File: src/rtl/nmcp_pkg.sv
// Shared opcodes, state and wait-kind types for the two-plane cache program sequencer.
package nmcp_pkg;
    localparam logic [7:0] OP_SETUP   = 8'h80;
    localparam logic [7:0] OP_SETUP2N = 8'h81;
    localparam logic [7:0] OP_SWITCH  = 8'h11;
    localparam logic [7:0] OP_CACHE   = 8'h15;
    localparam logic [7:0] OP_FINAL   = 8'h10;
    localparam logic [7:0] OP_STATUS  = 8'h70;

    typedef enum logic [3:0] {
        S_IDLE, S_SU1, S_AD1, S_DT1, S_SW, S_SU2, S_AD2, S_DT2,
        S_CF, S_WPIN, S_SCMD, S_SRD, S_CHAIN
    } seq_st_t;

    typedef enum logic [1:0] { K_SW, K_CACHE, K_FINAL } wkind_t;
endpackage

File: src/rtl/nmcp_pair_chk.sv
// Block pairing check.
// Assumes the plane is selected by the block number's least significant bit,
// so a valid pair is an even block A and B = A + 1.
module nmcp_pair_chk #(
    parameter int BLK_W = 6
) (
    input  logic [BLK_W-1:0] blk_a,
    input  logic [BLK_W-1:0] blk_b,
    output logic             pair_ok
);
    // Pair is valid when A is even and B is its odd neighbour.
    always_comb pair_ok = !blk_a[0] && (blk_b == (blk_a | BLK_W'(1)));
endmodule

File: src/rtl/nmcp_wait_tmr.sv
// Busy-wait timeout counter.
// Cleared when a wait begins; counts each cycle while run is high;
// expired is raised once the count has reached the limit.
// Assumes clr and run are never high together.
module nmcp_wait_tmr #(
    parameter int TMO_W = 12
) (
    input  logic             clk,
    input  logic             rst_n,
    input  logic             clr,
    input  logic             run,
    input  logic [TMO_W-1:0] limit,
    output logic             expired
);
    logic [TMO_W-1:0] cnt;

    // Count wait cycles, saturating at the limit.
    always_ff @(posedge clk) begin
        if (!rst_n || clr)
            cnt <= '0;
        else if (run && cnt != limit)
            cnt <= cnt + TMO_W'(1);
    end

    // Expiry is only meaningful while a wait is running.
    always_comb expired = run && (cnt == limit);
endmodule

File: src/rtl/nmcp_stat_dec.sv
// Status decoder.
// Turns the four meaningful status bits {bit6, bit5, bit1, bit0} into the
// wait condition and the per-pair fail flags for the current wait kind.
module nmcp_stat_dec
    import nmcp_pkg::*;
(
    input  wkind_t     kind,
    input  logic [3:0] sts,
    input  logic       prev_vld,
    output logic       cond_ok,
    output logic       prev_fail,
    output logic       cur_fail
);
    // A final confirm also needs the array idle; the other waits need only cache ready.
    always_comb begin
        cond_ok   = (kind == K_FINAL) ? (sts[3] && sts[2]) : sts[3];
        prev_fail = prev_vld && sts[1];
        cur_fail  = (kind == K_FINAL) && sts[0];
    end
endmodule

File: src/rtl/nand_mpc_seq.sv
// Two-plane cache program sequencer (top level).
// Drives a NAND 8-bit bus, one byte per cycle, to program page pairs
// through the cache path, and decodes the combined status into results.
// Assumes the device returns status combinationally in a read cycle, and
// that wr_data is valid whenever wr_take is high.
module nand_mpc_seq
    import nmcp_pkg::*;
#(
    parameter int BLK_W  = 6,
    parameter int PAGE_W = 6,
    parameter int NBYTES = 4,
    parameter int TMO_W  = 12
) (
    input  logic              clk,
    input  logic              rst_n,
    input  logic              cfg_onfi,
    input  logic              cfg_poll,
    input  logic [TMO_W-1:0]  cfg_timeout,
    input  logic              req_valid,
    output logic              req_ready,
    input  logic              req_last,
    input  logic [BLK_W-1:0]  req_blk_a,
    input  logic [BLK_W-1:0]  req_blk_b,
    input  logic [PAGE_W-1:0] req_page,
    output logic              wr_take,
    input  logic [7:0]        wr_data,
    output logic              nf_cle,
    output logic              nf_ale,
    output logic              nf_we,
    output logic              nf_re,
    output logic [7:0]        nf_dq_out,
    input  logic [7:0]        nf_dq_in,
    input  logic              nf_rb,
    output logic              done_valid,
    output logic              done_final,
    output logic              done_prev_vld,
    output logic              done_prev_fail,
    output logic              done_cur_fail,
    output logic              err_pair,
    output logic              err_timeout
);
    localparam int AW    = BLK_W + PAGE_W;
    localparam int NADDR = (AW + 7) / 8;
    localparam int ASH_W = NADDR * 8;
    localparam int NMAX  = (NBYTES > NADDR) ? NBYTES : NADDR;
    localparam int IW    = $clog2(NMAX) + 1;

    seq_st_t           st;
    wkind_t            kind_q;
    logic [IW-1:0]     idx;
    logic [ASH_W-1:0]  ash;
    logic [BLK_W-1:0]  blk_b_q;
    logic [PAGE_W-1:0] pg_q;
    logic              last_q;
    logic              prev_vld_q;
    logic              pair_ok;
    logic              tmo;
    logic              in_wait;
    logic              cond_ok;
    logic              dec_prev_fail;
    logic              dec_cur_fail;
    logic              unused_sts;
    seq_st_t           wait_entry;

    assign unused_sts = ^{nf_dq_in[7], nf_dq_in[4:2]};

    nmcp_pair_chk #(.BLK_W(BLK_W)) pair_i (
        .blk_a   (req_blk_a),
        .blk_b   (req_blk_b),
        .pair_ok (pair_ok)
    );

    nmcp_wait_tmr #(.TMO_W(TMO_W)) tmr_i (
        .clk     (clk),
        .rst_n   (rst_n),
        .clr     (st == S_SW || st == S_CF),
        .run     (in_wait),
        .limit   (cfg_timeout),
        .expired (tmo)
    );

    nmcp_stat_dec dec_i (
        .kind      (kind_q),
        .sts       ({nf_dq_in[6], nf_dq_in[5], nf_dq_in[1], nf_dq_in[0]}),
        .prev_vld  (prev_vld_q),
        .cond_ok   (cond_ok),
        .prev_fail (dec_prev_fail),
        .cur_fail  (dec_cur_fail)
    );

    // Wait-state membership and the entry state picked by the wait method.
    always_comb begin
        in_wait    = (st == S_WPIN) || (st == S_SCMD) || (st == S_SRD);
        wait_entry = cfg_poll ? S_SCMD : S_WPIN;
        req_ready  = (st == S_IDLE) || (st == S_CHAIN);
    end

    // Bus drive: every output is decoded from the current state.
    always_comb begin
        nf_cle = 1'b0; nf_ale = 1'b0; nf_we = 1'b0; nf_re = 1'b0;
        nf_dq_out = 8'h00; wr_take = 1'b0;
        unique case (st)
            S_SU1:  begin nf_cle = 1'b1; nf_we = 1'b1; nf_dq_out = OP_SETUP; end
            S_SW:   begin nf_cle = 1'b1; nf_we = 1'b1; nf_dq_out = OP_SWITCH; end
            S_SU2:  begin nf_cle = 1'b1; nf_we = 1'b1; nf_dq_out = cfg_onfi ? OP_SETUP : OP_SETUP2N; end
            S_CF:   begin nf_cle = 1'b1; nf_we = 1'b1; nf_dq_out = last_q ? OP_FINAL : OP_CACHE; end
            S_SCMD: begin nf_cle = 1'b1; nf_we = 1'b1; nf_dq_out = OP_STATUS; end
            S_AD1, S_AD2: begin nf_ale = 1'b1; nf_we = 1'b1; nf_dq_out = ash[7:0]; end
            S_DT1, S_DT2: begin nf_we = 1'b1; wr_take = 1'b1; nf_dq_out = wr_data; end
            S_SRD:  nf_re = 1'b1;
            default: ;
        endcase
    end

    // Sequencer: command ordering, byte counting, waits and result capture.
    always_ff @(posedge clk) begin
        if (!rst_n) begin
            st <= S_IDLE; kind_q <= K_SW; idx <= '0; ash <= '0;
            blk_b_q <= '0; pg_q <= '0; last_q <= 1'b0; prev_vld_q <= 1'b0;
            done_valid <= 1'b0; done_final <= 1'b0; done_prev_vld <= 1'b0;
            done_prev_fail <= 1'b0; done_cur_fail <= 1'b0;
            err_pair <= 1'b0; err_timeout <= 1'b0;
        end else begin
            done_valid  <= 1'b0;
            err_pair    <= 1'b0;
            err_timeout <= 1'b0;
            unique case (st)
                S_IDLE, S_CHAIN: begin
                    if (req_valid) begin
                        if (pair_ok) begin
                            ash        <= ASH_W'({req_blk_a, req_page});
                            blk_b_q    <= req_blk_b;
                            pg_q       <= req_page;
                            last_q     <= req_last;
                            prev_vld_q <= (st == S_CHAIN);
                            idx        <= '0;
                            st         <= S_SU1;
                        end else begin
                            err_pair <= 1'b1;
                        end
                    end
                end
                S_SU1: st <= S_AD1;
                S_SU2: begin
                    ash <= ASH_W'({blk_b_q, pg_q});
                    st  <= S_AD2;
                end
                S_AD1, S_AD2: begin
                    ash <= ash >> 8;
                    if (idx == IW'(NADDR - 1)) begin
                        idx <= '0;
                        st  <= (st == S_AD1) ? S_DT1 : S_DT2;
                    end else begin
                        idx <= idx + IW'(1);
                    end
                end
                S_DT1, S_DT2: begin
                    if (idx == IW'(NBYTES - 1)) begin
                        idx <= '0;
                        st  <= (st == S_DT1) ? S_SW : S_CF;
                    end else begin
                        idx <= idx + IW'(1);
                    end
                end
                S_SW: begin
                    kind_q <= K_SW;
                    st     <= wait_entry;
                end
                S_CF: begin
                    kind_q <= last_q ? K_FINAL : K_CACHE;
                    st     <= wait_entry;
                end
                S_WPIN: begin
                    if (tmo) begin err_timeout <= 1'b1; st <= S_IDLE; end
                    else if (nf_rb) st <= S_SCMD;
                end
                S_SCMD: begin
                    if (tmo) begin err_timeout <= 1'b1; st <= S_IDLE; end
                    else st <= S_SRD;
                end
                S_SRD: begin
                    if (tmo) begin
                        err_timeout <= 1'b1; st <= S_IDLE;
                    end else if (!cond_ok) begin
                        st <= S_SCMD;
                    end else if (kind_q == K_SW) begin
                        st <= S_SU2;
                    end else begin
                        done_valid     <= 1'b1;
                        done_final     <= (kind_q == K_FINAL);
                        done_prev_vld  <= prev_vld_q;
                        done_prev_fail <= dec_prev_fail;
                        done_cur_fail  <= dec_cur_fail;
                        st <= (kind_q == K_FINAL) ? S_IDLE : S_CHAIN;
                    end
                end
                default: st <= S_IDLE;
            endcase
        end
    end

    // a rejected request leaves the bus quiet.
    p_reject_quiet_r4: assert property (@(posedge clk) disable iff (!rst_n)
        err_pair |-> !nf_we);
    // a taken data byte is a plain data cycle on the bus.
    p_take_on_bus_r10: assert property (@(posedge clk) disable iff (!rst_n)
        wr_take |-> (nf_we && !nf_cle && !nf_ale));
    // every result comes from a status read one cycle earlier.
    p_done_from_read_r7: assert property (@(posedge clk) disable iff (!rst_n)
        done_valid |-> $past(nf_re));
    // a final result leaves the block idle.
    p_final_idle_r8: assert property (@(posedge clk) disable iff (!rst_n)
        (done_valid && done_final) |-> (req_ready && !nf_we));
    // a timeout returns to idle without a result.
    p_timeout_idle_r9: assert property (@(posedge clk) disable iff (!rst_n)
        err_timeout |-> (req_ready && !done_valid));
    // the second setup follows a successful status read.
    p_setup2_after_read_r6: assert property (@(posedge clk) disable iff (!rst_n)
        (st == S_SU2) |-> $past(st == S_SRD));
    // in pin mode, ready leads straight to one status command.
    p_pin_to_status_r5: assert property (@(posedge clk) disable iff (!rst_n)
        (st == S_WPIN && nf_rb && !tmo) |=> (nf_cle && nf_dq_out == OP_STATUS));
endmodule

File: config.mk
export PLATFORM = sky130hd
export DESIGN_NAME = nand_mpc_seq
export DESIGN_NICKNAME = d
export VERILOG_FILES = /design/src/rtl/nmcp_pkg.sv /design/src/rtl/nmcp_pair_chk.sv /design/src/rtl/nmcp_wait_tmr.sv /design/src/rtl/nmcp_stat_dec.sv /design/src/rtl/nand_mpc_seq.sv
export SDC_FILE = /design/constraint.sdc
export NUM_CORES = 1
export LEC_CHECK = 0
export ABC_AREA = 1
export BUFFER_PORTS_ARGS = -buffer_cell sky130_fd_sc_hd__buf_2
export CORE_ASPECT_RATIO = 1.5
export CORE_MARGIN = 3
export CORE_UTILIZATION = 54
export DETAILED_ROUTE_END_ITERATION = 8
export PLACE_DENSITY = 0.9
export SYNTH_ARGS = -nofsm -noshare
export SYNTH_HDL_FRONTEND = slang
export SYNTH_SLANG_ARGS = --single-unit
export TNS_END_PERCENT = 5
File: constraint.sdc
create_clock -name clk -period 1.95 [get_ports clk]
set_clock_uncertainty 0.1 [all_clocks]
set_input_delay 0.2925 -clock clk [delete_from_list [all_inputs] [get_ports clk]]
set_output_delay 0.2925 -clock clk [all_outputs]
set_load 0.01 [all_outputs]
# After elaboration in Yosys (flattened, before gate mapping)
# Index checks and enable logic that the tools add are counted.
[totals]
register_bits = 58
out_inout_bits = 21
mem_bits_ro = 0
mem_count = 0
ramBits = 0
latch_bits = 0
[classes]
multipliers = 0
bitwise_logic = 5
n_reduce_logical = 33
n_eq_ne = 23
add_sub_neg = 2
shifts = 0
order_cmp = 0
n_div = 0
muxes = 37
[op_table]
columns = ["operator", "n"]
rows = [
  ["$pmux W8 S7", 1],
  ["$mux W4", 12],
  ["$pmux W16 S3", 1],
  ["$pmux W4 S9", 1],
  ["$mux W16", 2],
  ["$eq A4 B4 Y1 const B", 5],
  ["$mux W3", 6],
  ["$eq A4 B3 Y1 const B", 4],
  ["$add A12 B1 Y12 const B", 1],
  ["$eq A12 B12 Y1", 1],
  ["$ne A12 B12 Y1", 1],
  ["$reduce_and A3 Y1", 4],
  ["$mux W1", 10],
  ["$pmux W3 S3", 1],
  ["$reduce_or A9 Y1", 1],
  ["$eq A4 B2 Y1 const B", 2],
  ["$reduce_or A2 Y1", 4],
  ["$eq A6 B6 Y1", 1],
  ["$logic_and A1 B1 Y1", 6],
  ["$ne A2 B2 Y1 const B", 3],
  ["$reduce_bool A3 Y1", 2],
  ["$logic_or A1 B1 Y1", 5],
  ["$not A1 Y1", 5],
  ["$reduce_and A5 Y1", 1],
  ["other kinds (18)", 20],
]

# Depth between registers and ports, before layout
# Gate-level depths: netlist of run 1.
[logic_depth]
ltp_word = 6
depth_mapped = 11
mapped_depth_nobuf = 11

# Modules after synthesis
# Synthesis of run 1 repeated with hierarchy kept, for this count alone.
[hier_totals]
cells_unflattened = 506
hier_area_um2 = 3184.3
[modules_own_cells]
columns = ["mod", "cells_per_inst", "area_per_inst_um2", "n_inst"]
rows = [
  ["nand_mpc_seq", 318, 2128.3, 1],
  ["nmcp_wait_tmr", 152, 908.4, 1],
  ["nmcp_pair_chk", 23, 98.8, 1],
  ["nmcp_stat_dec", 13, 48.8, 1],
]

# Worst setup path after synthesis of run 1
# Ideal clock, no wire load.
[synth_timing]
path_kind = "register -> output"
startpoint = "register st[1]"
endpoint = "output nf_dq_out[1]"
setup_slack_ns = 0.181
t_arrival_ns = 1.376
t_required_ns = 1.558
stages_incl_launch_ff = 8
cell_sequence = "dfxtp_1 inv_2 nor2_1 inv_1 nor2_4 inv_1 buf_2 o21ai_0"
[synth_via]
elab_chain_len = 3
elab_cells_between_ends = 12
classes_between = "9 x eq/ne; 1 x mux; 2 x reduce/logical"
[synth_lines]
columns = ["item", "line", "rtl"]
rows = [
  ["start, declared", "nand_mpc_seq.sv:48", "seq_st_t st;"],
  ["start signal, assigned", "nand_mpc_seq.sv:152", "st <= (st == S_AD1) ? S_DT1 : S_DT2;"],
  ["start signal, assigned", "nand_mpc_seq.sv:160", "st <= (st == S_DT1) ? S_SW : S_CF;"],
  ["start signal, assigned", "nand_mpc_seq.sv:167", "st <= wait_entry;"],
  ["$eq A4 B2 Y1 or $eq A4 B3 Y1 (tied branches)", "nand_mpc_seq.sv:102", "unique case (st)"],
  ["$reduce_or A2 Y1", "nand_mpc_seq.sv:102", ""],
  ["$pmux W8 S7 (*)", "nand_mpc_seq.sv:102", ""],
  ["end, declared", "nand_mpc_seq.sv:31", "output logic [7:0] nf_dq_out,"],
]
# Mark *: on every way between the ends. The rest lies on a longest branch, timed or not.

# Worst setup path in the final report of run 1
[layout_timing]
startpoint = "register st[1]"
endpoint = "output nf_dq_out[2]"
# Same word-level chain as after synthesis.

==> results.txt, run 1 <==
The run finished, with violations left. The final reports fail on negative setup slack. The tools report the part of the power in the clock network as 21.3%. Clock latency on the worst-skew pair, taken at its later pin, is 310 ps. Peak fanout along the critical path: 7. By area the synthesized netlist is led by dfxtp_1, nand2_1, inv_1.

The detailed router finished its first iteration with 210 violations. After layout, the minimum clock period comes to 2000 ps. The cell-internal power was 1.90 mW. For this design the static power due to leakage is 1.78 nW. Cells fill 73.8% of the core in the end. TritonCTS created 5 clock buffers. The worst pin sits at a relative slew slack of 66.9%. Summed over its instances, the top area cell type makes up 35.5% of the synthesized netlist area. The tools report the total number of placement rows as 32. Of the available clock period, the critical path in the final layout requires 102%. Across the VDD grid, the largest voltage drop is 578 µV.

Summed over all nets, the switching power comes to 1.06 mW. The maximum operating frequency is 501 MHz. The main combinational cell family by area after synthesis is simple AND/OR/NAND/NOR gates. No sink is reached through more buffers than the 2 on the longest clock path. The tools report the clock root buffer as clkbuf_8.

The clock drives 54 sinks. For the placeable core region, the log shows 0.00529 mm². A synthesized cell averages 6.68 µm².

For the number of levels the H-tree was split into, the log shows 2. For the number of nets in the synthesized netlist, the log shows 514. The initial utilization of the core area, before any placement, comes to 57.7%. The fraction of registers with async set or reset after synthesis was 0%; the routability-driven placement congestion ratio was 0.919. The overall via count from detail_route was 3438. Entering global routing, the biggest net connects 29 pins. The slew of the pin with the lowest slew margin is 493 ps.

Once detail routing completed, the nets flagged for antenna violations numbered 0. In this design, the largest share of critical-path delay is due to buffers and inverters. In this run, synthesis produced a sequential element count of 54. The per-cell via count in the routed design was 5.48. The HPWL reported at the end of detailed placement is 6240 µm.

Data arrives at the worst endpoint at 1610 ps. The portion of the post-synthesis area used by sequential elements is 35.5%, and the routed wire length is 8990 µm. The most used flip-flop cell after synthesis is dfxtp_1. The vertical die dimension works out to 98.0 µm.

The worst setup path is launched from a flop. In this run the power density over the cells is 757 mW/mm². The post-layout worst setup margin is -47.8 ps. The netlist area before placement was 0.00305 mm²; the hold buffer count at cts was 0. Combinational cells account for 34.4% of the total power. The library cell occupying the most area in the post-synthesis netlist was dfxtp_1. The area share of fa/ha/maj cells after synthesis was 2.05%; the post-synthesis share of cell area spent on xor and xnor gates was 2.87%.

For the final hold violation count, the log shows 0. The via count of the first global-routing pass is 3343. The critical path goes through inv_4 -> nor2_4 -> inv_2 -> nor2_4 -> inv_2 -> buf_6 -> o211ai_1 -> buf_2. OpenSTA, run right after detailed placement, puts the worst setup slack at 48.3 ps. The commonest cells after synthesis are nand2_1, inv_1, dfxtp_1. Registers are responsible for 44.3% of the overall power. The worst setup path is of the flop to output pin kind. The post-route netlist has 27.9% of its cells at a drive strength greater than 1.

The number of buffers and inverters on the critical path is 5. The clock transition at the register clock pins on the worst setup and hold paths after CTS was 100 ps; the number of buffers inserted by port buffering was 69. TritonCTS built the clock tree. The type of destination of the critical path is an output pin.

During I/O placement, the number of pins put on the boundary was 74. First-pass GRT wire length: 14300 µm. For the worst setup path, the data required time is 1560 ps. Across the run, the number of max-cap violations was 0.

For the final number of max-transition violations, the log shows 0. The tools report the count of filler cells inserted in the layout as 419. Setup repair after global routing could not meet its margin everywhere. From left edge to right edge, the die measures 67.3 µm. Yosys instantiated no cell more often than nand2_1. The tools report the first-pass detailed-route iteration total as 5.

The fraction of synthesized area in multiplexers is 0%, and the biggest cell delay along the critical path is 410 ps. The logs give 5 for the final-report setup violation count and 0.00660 mm² for the overall die area. The initial antenna violation count came out at 0. Summed over all layers, the global routing overflow is 0. Number of enable flip-flop cells after synthesis: 0. The worst min-delay path class is input port to flop. In the routed design, unresolved DRC markers number 0. The wire length per cell was 14.3 µm; the count of warnings emitted by yosys was 0. The gate count after technology mapping is 456, and the switching share of power is 35.8%.

The final layout contains 616 nets. Area added between synthesis and finish: 28.0%. In the global route stage, overall resource usage came out at 27.6%. 0 antenna diodes ended up in the layout.

The fraction of the mapped netlist area in compound gates is 18.4%. The area share of and/or/nand/nor cells after synthesis was 29.6%. Among all stages on the critical path, the largest delay is contributed by dfxtp_4. The synthesized netlist contains 39 unique library cells.
## state kept, by name, indices dropped and copies added (netlist names)
| name | flops |
|---|---|
| blk_b_q | 6 |
| done_cur_fail | 1 |
| ash | 12 |
| done_prev_fail | 1 |
| err_timeout | 1 |
| done_prev_vld | 1 |
| idx | 3 |
| err_pair | 1 |
| done_valid | 1 |
| last_q | 1 |
| done_final | 1 |
| pg_q | 6 |
| prev_vld_q | 1 |
| tmr_i.cnt | 12 |
| st | 4 |
| kind_q | 2 |
## what timing repair did
action                                  in CTS  in global routing
buffers inserted                             7                  1
pin swaps                                    4                  3
hold endpoints to repair                     0                  0
gates cloned                                 0                  1
endpoints found under the setup margin      11                 46
gates resized for setup                     27                 19
## stage by stage
step / setup TNS [ps] / total power [mW] / cell area, µm² / hold WS, ps / std cells
floorplan: 0 / 1.86 / 3050 / 325 / 456
global route: -818 / 3.08 / 3900 / 150 / 627
detailed placement: 0 / 2.18 / 3630 / 346 / 610
CTS: -13.0 / 2.84 / 3830 / 126 / 625
global placement: 0 / 2.14 / 3630 / 335 / 610
finish: -77.0 / 2.95 / 3900 / 135 / 627
## power groups by stage
stage                     clock network [mW]  registers [mW]  logic (mW)
after global routing                   0.667            1.32        1.09
final                                  0.628            1.31        1.02
after floorplan                            0            1.28       0.577
after global placement                     0            1.32       0.824
after detailed placement                   0            1.33       0.850
after CTS                              0.639            1.30       0.903
## logic make-up (layout without fill, tap and decap cells)
kind of cell / Yosys count / in the layout
buffers and inverters: 85 / 187
DFF: 54 / 54
AOI/OAI and AO/OA: 102 / 102
adders and majority gates: 5 / 5
xor gates and xnor gates: 10 / 10
and+or+nand+nor: 200 / 201
## worst paths after layout
path	slack (ps)	cells past startpoint	end	startpoint
setup / recovery	-50	8	nf_dq_out[2]	st[1]$_SDFFE_PN0P_
hold / removal	140	3	last_q$_SDFFE_PN0P_	req_last
setup reg to reg	60	10	ash[2]$_SDFFE_PN0P_	st[3]$_SDFFE_PN0P_
hold reg to reg	360	2	blk_b_q[2]$_SDFFE_PN0P_	blk_b_q[2]$_SDFFE_PN0P_
## routing by layer
layer / vias to the layer above / GRT usage, % / part of all wire [%]
met2: 159 / 49.7 / 55
met3: 38 / 5.41 / 6.0
met5: - / 0 / 0
met4: 0 / 17.0 / 4.9
li1: 1675 / - / -
met1: 1566 / 27.8 / 34
## area by class of cell
class	count	area, µm²	share of cell area (%)
multi-input cells	318	1700	43.6
clock inverters	2	13.8	0.353
inverters	72	278	7.12
well taps	68	85.1	2.18
flip-flops and latches	54	1100	28.1
repair buffers	107	654	16.8
clock buffers	6	72.6	1.86
## cells in the final DEF, fill, tap and decap left out, drive strengths merged, types with 2 or more instances in the layout
master	n
nand2	110
buf	107
inv	72
dfxtp	54
nor2	48
o21ai	44
a21oi	39
nand3	21
o211ai	8
xnor2	8
nor3	7
nand4	6
o22ai	6
clkbuf	6
ha	5
and2	3
nand3b	2
xor2	2
clkinv	2
## worst min-delay path, cell delays in order
cell     delay [ps]
buf_2            70
o21ai_0          80
nor2_1           80
No activity file was read; power rests on OpenSTA's default activity.
==> run 2: changes to the inputs <==
--- a/config.mk
+++ b/config.mk
@@ -5,13 +5,12 @@
 export SDC_FILE = /design/constraint.sdc
 export NUM_CORES = 1
 export LEC_CHECK = 0
-export ABC_AREA = 1
 export BUFFER_PORTS_ARGS = -buffer_cell sky130_fd_sc_hd__buf_2
 export CORE_ASPECT_RATIO = 1.5
 export CORE_MARGIN = 3
-export CORE_UTILIZATION = 54
+export CORE_UTILIZATION = 53
 export DETAILED_ROUTE_END_ITERATION = 8
-export PLACE_DENSITY = 0.9
+export PLACE_DENSITY = 0.88
 export SYNTH_ARGS = -nofsm -noshare
 export SYNTH_HDL_FRONTEND = slang
 export SYNTH_SLANG_ARGS = --single-unit
==> run 2 against run 1 <==
Compared with the run above:
- the run still ends with negative setup slack left
- wire length grew 5.5%
- combinational power rose by 110%
- synthesized cell count decreased by 17%
- core utilization increased by 2.0 points
- register-to-register slack worse by 200 ps
==> results.txt, run 2 <==
The flow ran to the end, but the final reports show violations. The final reports fail on negative setup slack. The tools report the pre-CTS setup slack as -184 ps (-233 ps).

The clock transition at the register clock pins on the worst setup and hold paths after CTS was 100 ps (about the same); the count of warnings emitted by yosys was 0 (unchanged). The most used flip-flop cell after synthesis is dfxtp_1. The share of the clock period used by the worst path was 107% (+4.9 points); the footprint of the multi-input gates was 0.00187 mm² (+9.9%).

Yosys attributes the largest share of cell area to dfxtp_1, nand2_1, a21oi_1. The count of unique library cells instantiated by Yosys is 51 (+31%). The final hold violation count is 0 (unchanged). Fraction of registers with async set or reset after synthesis: 0% (unchanged). The portion of the post-synthesis area used by sequential elements was 36.2% (+0.76 points). For the total negative slack for setup checks, the log shows -505 ps (-428 ps). The wire length per cell was 17.3 µm (+21%). The routability-driven placement congestion ratio is 0.905 (-1.5%).

The gate count after technology mapping was 377 (-17%). The final-report setup violation count was 9 (+4). The logs give 56.5% (-1.2 points) for the effective utilization at floorplan and 2 (unchanged) for the number of levels the H-tree was split into. For the number of sinks handled by clock tree synthesis, the log shows 54 (unchanged). The portion of synthesized cell area occupied by the leading cell type is 36.2% (+0.76 points), and the initial antenna violation count is 0 (unchanged).

The type of destination of the critical path is a flop. The tools report the overall via count from detail_route as 3334 (-3.0%). The routed wire length was 9480 µm (+5.5%). The number of buffers between clock root and the deepest sink is 2 (unchanged), and the count of maximum capacitance violations is 0 (unchanged). The tools report the met1 track demand over resource as 31.8% (+4.0 points).

For the top-level I/O count, the log shows 74 (unchanged). The net count of the finished layout is 536 (-13%). Counting instances in the post-synthesis netlist gives the leading cell types as nand2_1, dfxtp_1, a21oi_1.

Post-layout worst setup margin: -143 ps (-95.5 ps). In the layout the commonest cells are buf_2, nand2_1, dfxtp_1, a21oi_1, nor2_1. The tools report the number of nets in the synthesized netlist as 435 (-15%). The logs give 32.5% (-12 points) for the part of the total power dissipated in sequential elements and 4.19 mW (+42%) for the total power consumption of the routed design. The library cell occupying the most area in the post-synthesis netlist was dfxtp_1. Dominant cell by count in the synthesized netlist: nand2_1. TritonCTS built the clock tree. The largest net degree at the start of global routing is 28 (-3.4%), and the share of cells above drive strength 1 is 34.0% (+6.1 points).

The part of the power in the clock network is 15.8% (-5.5 points), and the met3 track demand over resource in global routing is 5.06% (-0.35 points). For the total number of placement rows, the log shows 32 (unchanged). The antenna violation net count after detailed routing is 0 (unchanged), and the slew of the pin with the lowest slew margin is 482 ps (-11.1 ps). First-pass detailed-route iteration total: 6 (+1). The global routing's busiest layer was met2.

The count of filler cells inserted in the layout is 365 (-13%), and the vertical die dimension is 97.9 µm (-0.12%). The logs give 0 (unchanged) for the number of DRC violations after detailed routing and 67.9% (+0.99 points) for the worst slew margin relative to its limit. The tools report the placeable core region as 0.00529 mm² (unchanged). The area added between synthesis and finish came out at 34.2%.

The run gives 0 (unchanged) as the total grt overflow. The footprint of the flip-flops and latches is 0.00110 mm² (+0.46%). The library cell used most frequently in the layout, excluding fill and tap cells, is buf_2. HPWL reported at the end of detailed placement: 6100 µm (-2.3%). The run gives -140 ps (-200 ps) as the register-to-register setup slack. Setup repair after global routing could not meet its margin everywhere.

The tree is rooted in a clkbuf_8. The maximum operating frequency came out at 478 MHz (-4.6%). Switching share of power: 40.6% (+4.8 points).

The tools report the via count of the first global-routing pass as 3167 (-5.3%). The net switching power is 1.70 mW (+61%), and the clock buffer count from CTS is 5 (unchanged). The run gives 2070 ps (+510 ps) as the data required time at the worst endpoint. The post-synthesis area per instance works out to 7.92 µm² (+18%).

The logs give 27.7% (+0.095 points) for the overall routing resource usage and 14500 µm (+1.9%) for the first-pass GRT wire length. The largest registers in the layout are ash: 12 flops, tmr_i.cnt: 12 flops. The critical path class is flop to flop.

The total power per unit cell area was 1050 mW/mm² (+38%). STA classifies the critical path startpoint as a flop. The met2 routing resource usage after global routing is 47.7% (-2.0 points), and the overall die area is 0.00659 mm² (-0.23%).

The peak fanout along the critical path is 5 (-2). The synthesized flop and latch total came out at 54 (unchanged). Final number of max-transition violations: 0 (unchanged).

The number of enable flip-flop cells after synthesis is 0 (unchanged), and the arrival time at the worst endpoint is 2210 ps (+600 ps). Die width: 67.3 µm (-0.11%). Number of DRC violations after detailed-routing iteration 0: 397 (+89%). The min-delay analysis places its worst path in the category input port to flop.

The antenna diode count was 0 (unchanged); the final worst hold slack was 116 ps (-19.4 ps). Per-cell via count in the routed design: 6.10 (+11%). The cell-internal power is 2.49 mW (+31%).

The final critical-path required period was 2090 ps (+95.5 ps). The logs give 51.7% (+17 points) for the relative contribution of combinational cells to total power and 310 ps (about the same) for the clock network latency to the later pin of the worst-skew pair. The logs give 1.63 nW (-8.9%) for the leakage dissipation and 0.00298 mm² (-2.1%) for the netlist area before placement.

The worst IR drop on VDD was 645 µV (+12%); the final core utilization was 75.8% (+2.0 points). The number of buffers inserted by port buffering came out at 69 (unchanged).
[run 2: power groups by stage]
stage / sequential (mW) / clock, mW / combinational, mW
final: 1.36 / 0.662 / 2.17
after global routing: 1.38 / 0.720 / 2.32
after CTS: 1.35 / 0.663 / 1.93
after detailed placement: 1.37 / 0 / 1.70
after global placement: 1.36 / 0 / 1.66
after floorplan: 1.33 / 0 / 1.09
[run 2: final cells by class]
cell class	instances	share of cell area, %
clock buffer	5	1.72
clock inverter	3	0.625
inverter	8	0.750
multi-input combinational	290	46.7
sequential	54	27.5
tap	68	2.13
timing repair buffer	119	20.6
[run 2: what timing repair did]
action,CTS,global route
endpoints found under the hold margin,0,0
buffers inserted,5,2
setup endpoints to repair,13,31
gates resized for setup,20,26
hold buffers,0,0
cloned,1,0
pin swaps,1,11
[run 2: worst paths after layout]
kind                            depth (start not counted)                      start              endpoint
worst max-delay path                                    7  tmr_i.cnt[9]$_SDFFE_PP0P_    st[3]$_SDFFE_PN0P_
worst min-delay path                                    3                req_page[2]  pg_q[2]$_SDFFE_PN0P_
worst max register to register                          7  tmr_i.cnt[9]$_SDFFE_PP0P_    st[3]$_SDFFE_PN0P_
worst min register to register                          2       pg_q[4]$_SDFFE_PN0P_   ash[4]$_SDFFE_PN0P_
[run 2: stage by stage]
stage | cell area [µm²] | instances
6_report | 4000 | 547
5_1_grt | 4000 | 547
4_1_cts | 3880 | 545
3_5_place_dp | 3640 | 531
3_3_place_gp | 3640 | 531
2_1_floorplan | 2990 | 377
[run 2: cells by family (layout without fill, tap and decap cells)]
family,Yosys count,after routing,share of synthesized area [%]
multiplexers,10,10,3.35
XOR/XNOR,29,29,8.76
flip-flops,54,54,36.2
AND/OR/NAND/NOR,148,148,24.2
buffers and inverters,33,135,4.74
adder cells (fa/ha/maj),5,5,2.10
AO/OA/AOI/OAI,98,98,20.6
[run 2: metal layers]
layer  routed length, µm  vias up
met5                   0        -
met4                 461        0
met3                 666       45
met2                4990      207
met1                3360     1542
li1                    -     1540
[run 2: critical path, stage by stage, from the launching register on]
cell     delay, ps
dfxtp_2        360
xnor2_2        170
nand4_1        200
or3_4          490
a32oi_4        310
buf_6          150
nand3_1         80
o32ai_1        130
==> run 3: changes to the inputs <==
--- a/config.mk
+++ b/config.mk
@@ -5,7 +5,7 @@
 export SDC_FILE = /design/constraint.sdc
 export NUM_CORES = 1
 export LEC_CHECK = 0
-export BUFFER_PORTS_ARGS = -buffer_cell sky130_fd_sc_hd__buf_2
+export BUFFER_PORTS_ARGS = -buffer_cell sky130_fd_sc_hd__buf_4
 export CORE_ASPECT_RATIO = 1.5
 export CORE_MARGIN = 3
 export CORE_UTILIZATION = 53
==> run 3 against run 2 <==
Compared with the run above:
- the run still ends with negative setup slack left
- first-iteration DRC count is 27% lower
- global-route usage is 0.84 points lower
- wire length is 8.0% lower
- combinational power is 3% lower
- die area stayed put
- register-to-register slack better by 150 ps
- worst hold slack better by 9.4 ps
- power is 2.1% lower
- critical path type is now flop to output pin
- critical endpoint is now nf_dq_out[5]
- highest routed layer unchanged
==> results.txt, run 3 (synthesis gave the netlist of run 2 again) <==
From synthesis to final layout, the design area changed by 36.9%. Leading cell type in the layout, fill and taps excluded: buf_4. The count of maximum capacitance violations is 0 (unchanged). The post-route cell area was 0.00408 mm² (+2.0%); the vertical die dimension was 97.9 µm (unchanged). For the final number of max-transition violations, the log shows 0 (unchanged). The leakage dissipation is 1.64 nW (+1.0%), and the antenna violation net count after detailed routing is 0 (unchanged).

The post-layout worst setup margin is -32.9 ps (+110 ps). The final critical-path required period was 1980 ps (-110 ps). The final reports fail on negative setup slack. For the number of levels the H-tree was split into, the log shows 2 (unchanged).

The run gives 14100 µm (-3.3%) as the first-pass GRT wire length. The routed wire length is 8730 µm (-8.0%), and the switching share of power is 39.5% (-1.1 points). The total grt overflow came out at 0 (unchanged).

The antenna diode count was 0 (unchanged); the cell-internal power was 2.48 mW (-0.25%). The overall via count from detail_route is 3263 (-2.1%), and the wire length per cell is 15.9 µm (-8.3%). Per-cell via count in the routed design: 5.94 (-2.5%). The count of filler cells inserted in the layout was 374 (+2.5%); the arrival time at the worst endpoint was 1590 ps (-620 ps). In the layout the commonest cells are buf_4, nand2_1, dfxtp_1, a21oi_1, nor2_1. The critical path is of the flop to output pin type.

In this run the clock root is driven by a clkbuf_8. The top-level I/O count is 74 (unchanged). The run gives 0.878 (-3.0%) as the routability-driven placement congestion ratio. The clock buffer count from CTS is 5 (unchanged), and the HPWL reported at the end of detailed placement is 5910 µm (-3.1%). The data required time at the worst endpoint came out at 1560 ps (-510 ps). The total power per unit cell area is 1000 mW/mm² (-4.0%).

For the total number of placement rows, the log shows 32 (unchanged). The worst setup path is launched from a flop. The post-place instance area is 0.00381 mm² (+4.5%), and the initial antenna violation count is 0 (unchanged). The peak fanout along the critical path is 6 (+1), and the placeable core region is 0.00529 mm² (unchanged).

The number of buffers inserted by port buffering was 69 (unchanged). The overall die area was 0.00659 mm² (unchanged). The effective utilization at floorplan was 56.5% (unchanged); the slew of the pin with the lowest slew margin was 515 ps (+33.8 ps).

The number of DRC violations after detailed routing was 0 (unchanged); the final hold violation count was 0 (unchanged). The number of sinks handled by clock tree synthesis is 54 (unchanged). Register-to-register setup slack: 10 ps (+150 ps). TritonCTS built the clock tree.

The via count of the first global-routing pass was 3104 (-2.0%). The tightest min-delay check is of the input port to flop type. Setup repair after global routing could not meet its margin everywhere. The number of buffers between clock root and the deepest sink is 2 (unchanged), and the net count of the finished layout is 538 (+0.37%). The part of the total power dissipated in sequential elements was 32.9% (+0.4 points); the maximum operating frequency was 504 MHz (+5.6%).

The worst IR drop on VDD is 806 µV (+25%), and the worst slew margin relative to its limit is 65.6% (-2.3 points). The die width came out at 67.3 µm (unchanged). The tools report the total negative slack for setup checks as -47.6 ps (+457 ps). The clock network latency to the later pin of the worst-skew pair is 310 ps (about the same), and the number of DRC violations after detailed-routing iteration 0 is 290 (-27%).

The flow ran to the end, but the final reports show violations. The overall routing resource usage came out at 26.9% (-0.84 points). The part of the power in the clock network was 15.5% (-0.3 points); the share of the clock period used by the worst path was 102% (-5.7 points). In the final layout, the registers with the most flip-flops are ash: 12 flops, tmr_i.cnt: 12 flops. The tools report the relative contribution of combinational cells to total power as 51.5% (-0.2 points).

The clock transition at the register clock pins on the worst setup and hold paths after CTS is 100 ps (about the same). The first-pass detailed-route iteration total came out at 5 (-1). Type of destination of the critical path: an output pin. Largest net degree at the start of global routing: 28 (unchanged). The net switching power was 1.62 mW (-4.7%); the share of cells above drive strength 1 was 32.6% (-1.4 points). Final-report setup violation count: 2 (-7).
run 3: cell types whose count changed in the layout (fill, tap and decap cells not counted), moves of 2 or more:
cell | before | now
buf_2 | 69 | 0
xnor2_1 | 17 | 21
buf_12 | 4 | 2
buf_4 | 37 | 115
o21ai_1 | 2 | 0
xnor2_2 | 5 | 1
dfxtp_1 | 46 | 48
buf_6 | 8 | 3
o21ai_0 | 15 | 17
run 3: final timing paths:
| kind | startpoint | to | depth (start not counted) |
|---|---|---|---|
| worst max-delay path | st[2]$_SDFFE_PN0P_ | nf_dq_out[5] | 7 |
| worst min-delay path | req_page[2] | pg_q[2]$_SDFFE_PN0P_ | 3 |
| worst max register to register | tmr_i.cnt[0]$_SDFFE_PP0P_ | st[2]$_SDFFE_PN0P_ | 6 |
| worst min register to register | pg_q[5]$_SDFFE_PN0P_ | ash[5]$_SDFFE_PN0P_ | 2 |
run 3: timing repair:
action	CTS	global route
hold buffers	0	0
hold endpoints to repair	0	0
setup buffers	8	2
gates resized for setup	17	8
pin swaps	1	3
cloned	1	0
endpoints found under the setup margin	11	28
run 3: area by class of cell:
| cell class | instances | area, µm² | share of cell area, % |
|---|---|---|---|
| multi-input cells | 290 | 1810 | 44.4 |
| flip-flops and latches | 54 | 1100 | 26.8 |
| clock buffers | 5 | 68.8 | 1.69 |
| clock inverters | 3 | 21.3 | 0.521 |
| well taps | 68 | 85.1 | 2.08 |
| inverters | 8 | 30.0 | 0.735 |
| repair buffers | 121 | 970 | 23.7 |
run 3: critical path, cell delays in order, from the launching register on:
cell     delay, ps
dfxtp_4        390
and2b_2        230
buf_6          130
a21oi_2        110
nor2_1          50
a21oi_1        150
nor2_1          70
buf_4          140
run 3: routing by layer:
layer  vias up  wire length [µm]  global-route usage (%)
met5         -                 0                       0
met4         0               254                    11.4
met3        28               425                    3.91
met2       136              4670                    46.9
met1      1559              3380                    31.7
li1       1540                 -                       -
run 3: power by group through the flow:
stage	registers [mW]	logic, mW	clock network [mW]
4_1_cts	1.35	1.99	0.645
3_5_place_dp	1.36	1.79	0
2_1_floorplan	1.33	1.09	0
6_report	1.35	2.11	0.637
5_1_grt	1.37	2.26	0.682
3_3_place_gp	1.36	1.75	0
run 3: metrics by stage:
stage	util (%)	setup WS [ps]	power, mW	hold WS [ps]	instances
6_report	77.3	-32.9	4.10	125	549
5_1_grt	77.3	-87.7	4.31	116	549
4_1_cts	76.4	1.90	3.98	115	547
3_5_place_dp	72.1	-115	3.15	341	530
3_3_place_gp	72.1	-99.6	3.10	334	530
2_1_floorplan	-	5.02	2.42	321	377
